==> config.mk <==
export PLATFORM = sky130hd
export DESIGN_NAME = err_status_log
export DESIGN_NICKNAME = d
export VERILOG_FILES = /design/src/rtl/err_stat_pkg.sv /design/src/rtl/err_flag_bank.sv /design/src/rtl/err_notify.sv /design/src/rtl/err_ecc_log.sv /design/src/rtl/err_status_log.sv
export SDC_FILE = /design/constraint.sdc
export NUM_CORES = 1
export LEC_CHECK = 0
export BUFFER_PORTS_ARGS = -buffer_cell sky130_fd_sc_hd__buf_2
export CELL_PAD_IN_SITES_DETAIL_PLACEMENT = 0
export CELL_PAD_IN_SITES_GLOBAL_PLACEMENT = 1
export CORE_MARGIN = 8
export CORE_UTILIZATION = 23
export CTS_CLUSTER_DIAMETER = 100
export DETAILED_ROUTE_END_ITERATION = 12
export PLACE_DENSITY_LB_ADDON = 0.1
export REMOVE_ABC_BUFFERS = 1
export SETUP_SLACK_MARGIN = 0.5
export SLEW_MARGIN = 5
export SYNTH_ARGS = -nofsm -noshare
export SYNTH_HDL_FRONTEND = slang
export SYNTH_SLANG_ARGS = --single-unit
==> constraint.sdc <==
create_clock -name clk -period 1.65 [get_ports clk]
set_input_delay 0.0825 -clock clk [delete_from_list [all_inputs] [get_ports clk]]
set_output_delay 0.0825 -clock clk [all_outputs]
set_load 0.01 [all_outputs]
==> src/rtl/err_stat_pkg.sv <==
package err_stat_pkg;
  localparam int STAT_W = 16;
  localparam int NUM_CH = 3;

  // flag positions
  localparam int B_SBE    = 0;
  localparam int B_MBE    = 1;
  localparam int B_BADGTT = 2;
  localparam int B_BADGFX = 3;
  localparam int B_OUTAP  = 4;
  localparam int B_UNKSPC = 5;
  localparam int B_TABORT = 6;
  localparam int B_LOCKNM = 9;

  localparam logic [STAT_W-1:0] DEF_MASK =
    (STAT_W'(1) << B_SBE)    | (STAT_W'(1) << B_MBE)    |
    (STAT_W'(1) << B_BADGTT) | (STAT_W'(1) << B_BADGFX) |
    (STAT_W'(1) << B_OUTAP)  | (STAT_W'(1) << B_UNKSPC) |
    (STAT_W'(1) << B_TABORT) | (STAT_W'(1) << B_LOCKNM);

  typedef enum logic [1:0] {CH_SERR = 2'd0, CH_SMI = 2'd1, CH_SCI = 2'd2} chan_e;
endpackage

==> src/rtl/err_flag_bank.sv <==
module err_flag_bank #(
  parameter int W = 16,
  parameter logic [W-1:0] MASK = '1
) (
  input  logic         clk,
  input  logic         rst,
  input  logic [W-1:0] set_i,
  input  logic [W-1:0] clr_i,
  output logic [W-1:0] flags_o,
  output logic [W-1:0] rise_o
);
  logic [W-1:0] flags_q;
  logic [W-1:0] flags_d;

  // set has priority over a same-cycle clear
  always_comb begin
    flags_d = ((flags_q & ~clr_i) | set_i) & MASK;
    rise_o  = flags_d & ~flags_q;
  end

  always_ff @(posedge clk) begin
    if (rst) flags_q <= '0;
    else     flags_q <= flags_d;
  end

  assign flags_o = flags_q;
endmodule

==> src/rtl/err_notify.sv <==
module err_notify #(
  parameter int W   = 16,
  parameter int NCH = 3
) (
  input  logic             clk,
  input  logic             rst,
  input  logic [W-1:0]     rise_i,
  input  logic [NCH*W-1:0] en_i,
  output logic [NCH-1:0]   pulse_o
);
  for (genvar ch = 0; ch < NCH; ch++) begin : g_ch
    logic hit;
    assign hit = |(rise_i & en_i[ch*W +: W]);
    always_ff @(posedge clk) begin
      if (rst) pulse_o[ch] <= 1'b0;
      else     pulse_o[ch] <= hit;
    end
  end
endmodule

==> src/rtl/err_ecc_log.sv <==
module err_ecc_log #(
  parameter int ADDR_W = 26,
  parameter int CHAN_W = 1,
  parameter int DEV_W  = 3,
  parameter int LOG_W  = 32
) (
  input  logic              clk,
  input  logic              rst,
  input  logic              sbe_i,
  input  logic              mbe_i,
  input  logic              s_lock_i,
  input  logic              m_lock_i,
  input  logic [ADDR_W-1:0] addr_i,
  input  logic [CHAN_W-1:0] chan_i,
  input  logic [DEV_W-1:0]  dev_i,
  output logic [LOG_W-1:0]  log_o
);
  localparam int PAD_W = LOG_W - ADDR_W - CHAN_W - DEV_W;

  logic [LOG_W-1:0] log_q;
  logic             cap_m;
  logic             cap_s;

  always_comb begin
    cap_m = mbe_i && !m_lock_i;
    cap_s = sbe_i && !s_lock_i && !m_lock_i && !mbe_i;
  end

  always_ff @(posedge clk) begin
    if (rst)        log_q <= '0;
    else if (cap_m) log_q <= {addr_i, {CHAN_W{1'b0}}, dev_i, {PAD_W{1'b0}}};
    else if (cap_s) log_q <= {addr_i, chan_i, dev_i, {PAD_W{1'b0}}};
  end

  assign log_o = log_q;
endmodule

==> src/rtl/err_status_log.sv <==
module err_status_log
  import err_stat_pkg::*;
#(
  parameter int ADDR_W     = 26,
  parameter int CHAN_W     = 1,
  parameter int DEV_W      = 3,
  parameter int LOG_W      = 32,
  parameter int RA_W       = 8,
  parameter logic [RA_W-1:0] REG_OFFSET = 8'hC8
) (
  input  logic              clk,
  input  logic              rst,
  input  logic [15:0]       evt_i,
  input  logic [ADDR_W-1:0] ecc_addr_i,
  input  logic [CHAN_W-1:0] ecc_chan_i,
  input  logic [DEV_W-1:0]  ecc_dev_i,
  input  logic [RA_W-1:0]   reg_addr_i,
  input  logic              reg_wr_i,
  input  logic [15:0]       reg_wdata_i,
  output logic [15:0]       reg_rdata_o,
  input  logic [15:0]       serr_en_i,
  input  logic [15:0]       smi_en_i,
  input  logic [15:0]       sci_en_i,
  output logic              serr_msg_o,
  output logic              smi_msg_o,
  output logic              sci_msg_o,
  output logic [LOG_W-1:0]  log_rdata_o
);
  logic              hit;
  logic [STAT_W-1:0] clr;
  logic [STAT_W-1:0] flags_q;
  logic [STAT_W-1:0] rise;
  logic [NUM_CH-1:0] pulse;

  assign hit = (reg_addr_i == REG_OFFSET);
  assign clr = (reg_wr_i && hit) ? reg_wdata_i : '0;

  err_flag_bank #(.W(STAT_W), .MASK(DEF_MASK)) u_flags (
    .clk(clk), .rst(rst), .set_i(evt_i), .clr_i(clr),
    .flags_o(flags_q), .rise_o(rise)
  );

  err_notify #(.W(STAT_W), .NCH(NUM_CH)) u_notify (
    .clk(clk), .rst(rst), .rise_i(rise),
    .en_i({sci_en_i, smi_en_i, serr_en_i}), .pulse_o(pulse)
  );

  err_ecc_log #(.ADDR_W(ADDR_W), .CHAN_W(CHAN_W), .DEV_W(DEV_W), .LOG_W(LOG_W)) u_log (
    .clk(clk), .rst(rst),
    .sbe_i(evt_i[B_SBE]), .mbe_i(evt_i[B_MBE]),
    .s_lock_i(flags_q[B_SBE]), .m_lock_i(flags_q[B_MBE]),
    .addr_i(ecc_addr_i), .chan_i(ecc_chan_i), .dev_i(ecc_dev_i),
    .log_o(log_rdata_o)
  );

  assign reg_rdata_o = hit ? flags_q : '0;
  assign serr_msg_o  = pulse[CH_SERR];
  assign smi_msg_o   = pulse[CH_SMI];
  assign sci_msg_o   = pulse[CH_SCI];
endmodule

==> flow_metrics.py <==
metrics = {
    "min_path": {
        "worst_hold_path_type": "in2reg",
        "hold_depth": 3,
        "hp-start": "ecc_addr_i[7]",
        "worst_hold_path.endpoint": "u_log.log_o[13]$_SDFFE_PP0P_",
    },
    "timing": {
        "grt_setup_unrepaired": "true",
        "finalSetupViolCount": 0,
        "final-max-slew-violation-count": 0,
        "max_freq_ghz": 0.710,
        "fin_crit_sh_pct": 85.4,
        "finalCriticalPeriod_ns": 1.41,
        "setup_total_negative_slack_ns": 0,
        "hold_fails_final_rpt": 0,
        "clock_skew_ns": 0.00485,
        "worst_slew_pin_slew_ns": 0.787,
        "max-slew-margin-rel_pct": 47.6,
    },
    "setup_path": {
        "arrival_ns": 1.33,
        "path_class": "in2out",
        "setup.worst_path.start": "reg_addr_i[1]",
        "cp_data_required_time_ns": 1.57,
        "timing.critical_path.fanout_max": 7,
        "regToRegStartpoint": "u_flags.flags_o[0]$_SDFF_PP0_",
        "cpMaxStageDelayCell": "sky130_fd_sc_hd__or4b_4",
        "critical_path.most_common_cell": "sky130_fd_sc_hd__buf_6",
        "critical_path.top_delay_family": "simple AND/OR/NAND/NOR gates",
        "reg2reg_setup_slack_ns": 0.43,
        "timing.rr.end": "u_log.log_o[21]$_SDFFE_PP0P_",
        "max_stage_delay_ns": 0.53,
        "crit_chain": "buf_6 > or4b_4 > nor4_4 > buf_6 > and2_2 > buf_2",
        "path_buf_inv": 3,
        "cp-end-kind": "output port",
        "cp-start-kind": "input port",
        "worst-r2r-cell-count": 5,
    },
    "cts": {
        "worst_skew_pair.late_latency_ns": 0.29,
        "cts_clk_pin_slew_worst_paths_ns": 0.08,
        "cts_tree": "done",
        "number_of_buffers_inserted_during_clock_tree_synthesis": 5,
        "clk_root_buffer_cell": "sky130_fd_sc_hd__clkbuf_8",
        "clock_path_buffers": 2,
        "ctsHtreeMaxLevel": 2,
        "cts_sinks": 41,
    },
    "pwr": {
        "pwr_density_cell_nw_per_um2": 809,
        "power_leakage_nw": 1.52,
        "fin_total_pwr_mw": 2.53,
        "maximum_vdd_drop_mv": 0.364,
    },
    "logic_synthesis": {
        "netlist_instances": 214,
        "flip_flop_and_latch_count_after_synthesis": 41,
        "post_synth_instance_area_sq_um": 1730,
        "avgSynthCellArea_sq_um": 8.09,
        "ys_types": 22,
        "synth-seq-area-share_pct": 47.4,
        "synth_warnings": 0,
    },
    "global_routing": {
        "globalRouteMet3Util_pct": 5.06,
        "vias_in_the_first_global_route": 2018,
        "largest_net_degree_at_the_start_of_global_routing": 31,
        "grt_antenna_before_repair": 0,
        "met2_resource_use_gr_pct": 18.6,
        "grt_pass1_wl_um": 9620,
        "grt.busiest_layer": "met2",
        "grt_overflow": 0,
        "gr-usage-met1_pct": 13.7,
        "tot_gr_track_use_pct": 11.6,
    },
    "floorplan": {
        "die_height_um": 103,
        "floorplan.io_pins": 172,
        "start_util_pct": 23.7,
        "rows": 31,
        "die_area_sq_um": 10600,
        "coreArea_sq_um": 7290,
        "die_w_um": 103,
    },
    "cells_and_area": {
        "finalNetCount": 470,
        "area_delta_synth_final_pct": 81.0,
        "layout.cell_area.non_filler_sq_um": 3130,
        "finish.utilization_pct": 43.0,
        "layout-drive-gt1-share_pct": 60.6,
        "num_antenna_cells": 0,
        "n_fill_cell": 816,
    },
    "outcome": {
        "status": "finished, final reports clean",
    },
    "routing": {
        "via_per_inst": 4.46,
        "route.vias.total": 2004,
        "drt_iter0_markers": 16,
        "detailed_route_wire_length_per_cell_um": 15.1,
        "drtAntennaViolNets": 0,
        "detailed_route_drc_error_count": 0,
        "route.final.wire_length_um": 6780,
        "firstDrtPassIters": 4,
    },
    "placement": {
        "numPortBuffers": 121,
        "placed_area_sq_um": 2440,
        "hpwl_um": 4880,
        "gpl.final_weighted_congestion": 0.747,
    },
    "flow_run": {
        "max_cap_violations": 0,
    },
}
==> per-layer routing <==
| layer | routed length [um] | up-vias |
|---|---|---|
| li1 | - | 976 |
| met1 | 2870 | 925 |
| met2 | 3120 | 96 |
| met3 | 715 | 7 |
| met4 | 80 | 0 |
| met5 | 0 | - |
==> where the power goes <==
group	switching, mW	internal [mW]
Sequential	0.0350	1.06
Clock	0.357	0.494
Combinational	0.311	0.279
==> cell usage in the layout (no fill, tap or decap), types with 2 or more instances in the layout <==
| cell type | n |
|---|---|
| sky130_fd_sc_hd__a41oi_1 | 2 |
| sky130_fd_sc_hd__and2_4 | 4 |
| sky130_fd_sc_hd__a21oi_1 | 6 |
| sky130_fd_sc_hd__buf_12 | 3 |
| sky130_fd_sc_hd__buf_6 | 11 |
| sky130_fd_sc_hd__a22oi_1 | 11 |
| sky130_fd_sc_hd__clkbuf_8 | 6 |
| sky130_fd_sc_hd__dlygate4sd3_1 | 7 |
| sky130_fd_sc_hd__nand2_2 | 3 |
| sky130_fd_sc_hd__nor2_1 | 16 |
| sky130_fd_sc_hd__conb_1 | 10 |
| sky130_fd_sc_hd__buf_2 | 113 |
| sky130_fd_sc_hd__buf_8 | 2 |
| sky130_fd_sc_hd__nand2_4 | 21 |
| sky130_fd_sc_hd__a311oi_1 | 2 |
| sky130_fd_sc_hd__nand2_1 | 35 |
| sky130_fd_sc_hd__inv_1 | 8 |
| sky130_fd_sc_hd__a21oi_2 | 23 |
| sky130_fd_sc_hd__and2_2 | 5 |
| sky130_fd_sc_hd__buf_4 | 3 |
| sky130_fd_sc_hd__clkbuf_16 | 2 |
| sky130_fd_sc_hd__dfxtp_1 | 40 |
| sky130_fd_sc_hd__a311oi_2 | 6 |
==> kinds of logic (layout without fill, tap and decap cells) <==
logic type | after synthesis | in the layout | synth area share, %
buffers and inverters | 30 | 157 | 9.25
AND/OR/NAND/NOR | 87 | 87 | 22.5
AO/OA/AOI/OAI | 55 | 55 | 20.7
flip-flops | 41 | 41 | 47.4
other | 1 | 10 | 0.217
==> sequential cells by signal (all words and copies together) (netlist names) <==
register          cells
u_flags.flags_o       8
u_log.log_o          30
u_notify.pulse_o      3
==> tightest hold or removal path, stage by stage <==
cell                      delay (ns)
sky130_fd_sc_hd__buf_2          0.10
sky130_fd_sc_hd__nand2_2        0.04
sky130_fd_sc_hd__a21oi_1        0.04
==> worst max-delay path by stage <==
stage / cells past startpoint / end
after floorplan: 4 / u_log.log_o[10]$_SDFFE_PP0P_
after global placement: 6 / u_flags.flags_o[9]$_SDFF_PP0_
after detailed placement: 6 / u_flags.flags_o[9]$_SDFF_PP0_
after CTS: 6 / reg_rdata_o[3]
after global routing: 6 / reg_rdata_o[3]
final: 6 / reg_rdata_o[3]
==> metrics by stage <==
step | setup WS (ns) | cells | hold slack, ns
after detailed placement | 0.157 | 427 | 0.282
after global placement | 0.165 | 427 | 0.276
after CTS | 0.213 | 444 | 0.00475
after floorplan | -0.148 | 201 | 0.152
after global routing | 0.189 | 449 | 0.00964
final | 0.241 | 449 | 0.0201
==> layout make-up <==
class | count | area (sq um) | share of cell area, %
repair buffers | 141 | 922 | 29.4
multi-input cells | 152 | 1120 | 35.6
clock inverters | 1 | 30.0 | 0.958
inverters | 8 | 30.0 | 0.958
well taps | 99 | 124 | 3.95
flip-flops and latches | 41 | 825 | 26.3
clock buffers | 7 | 86.3 | 2.75
==> synth_stat cells <==
library cell	number	area share (%)
sky130_fd_sc_hd__nor2_1	16	3.5
sky130_fd_sc_hd__buf_2	2	0.58
sky130_fd_sc_hd__buf_1	1	0.22
sky130_fd_sc_hd__nand2_1	59	13
sky130_fd_sc_hd__a41oi_1	3	1.5
sky130_fd_sc_hd__or4b_4	1	0.79
sky130_fd_sc_hd__and2_1	1	0.36
sky130_fd_sc_hd__dfxtp_1	41	47
sky130_fd_sc_hd__clkbuf_1	8	1.7
sky130_fd_sc_hd__conb_1	1	0.22
sky130_fd_sc_hd__a311oi_1	8	4.0
sky130_fd_sc_hd__nor4_4	1	1.2
sky130_fd_sc_hd__o21bai_1	1	0.43
sky130_fd_sc_hd__buf_6	1	0.65
sky130_fd_sc_hd__a32oi_1	1	0.51
sky130_fd_sc_hd__a21oi_1	29	8.4
sky130_fd_sc_hd__a22oi_1	12	5.2
sky130_fd_sc_hd__and2_2	8	3.5
sky130_fd_sc_hd__nor2b_1	1	0.36
sky130_fd_sc_hd__buf_4	10	4.3
sky130_fd_sc_hd__inv_1	8	1.7
sky130_fd_sc_hd__o21ba_2	1	0.58
==> timing repair <==
action | 4_1_cts | 5_1_grt
hold buffers | 7 | 0
endpoints found under the hold margin | 7 | 0
resized for setup | 25 | 78
pin swaps | 11 | 41
setup buffers | 2 | 2
endpoints found under the setup margin | 48 | 47
cloned | 0 | 3
(Power assumes the default switching activity.)
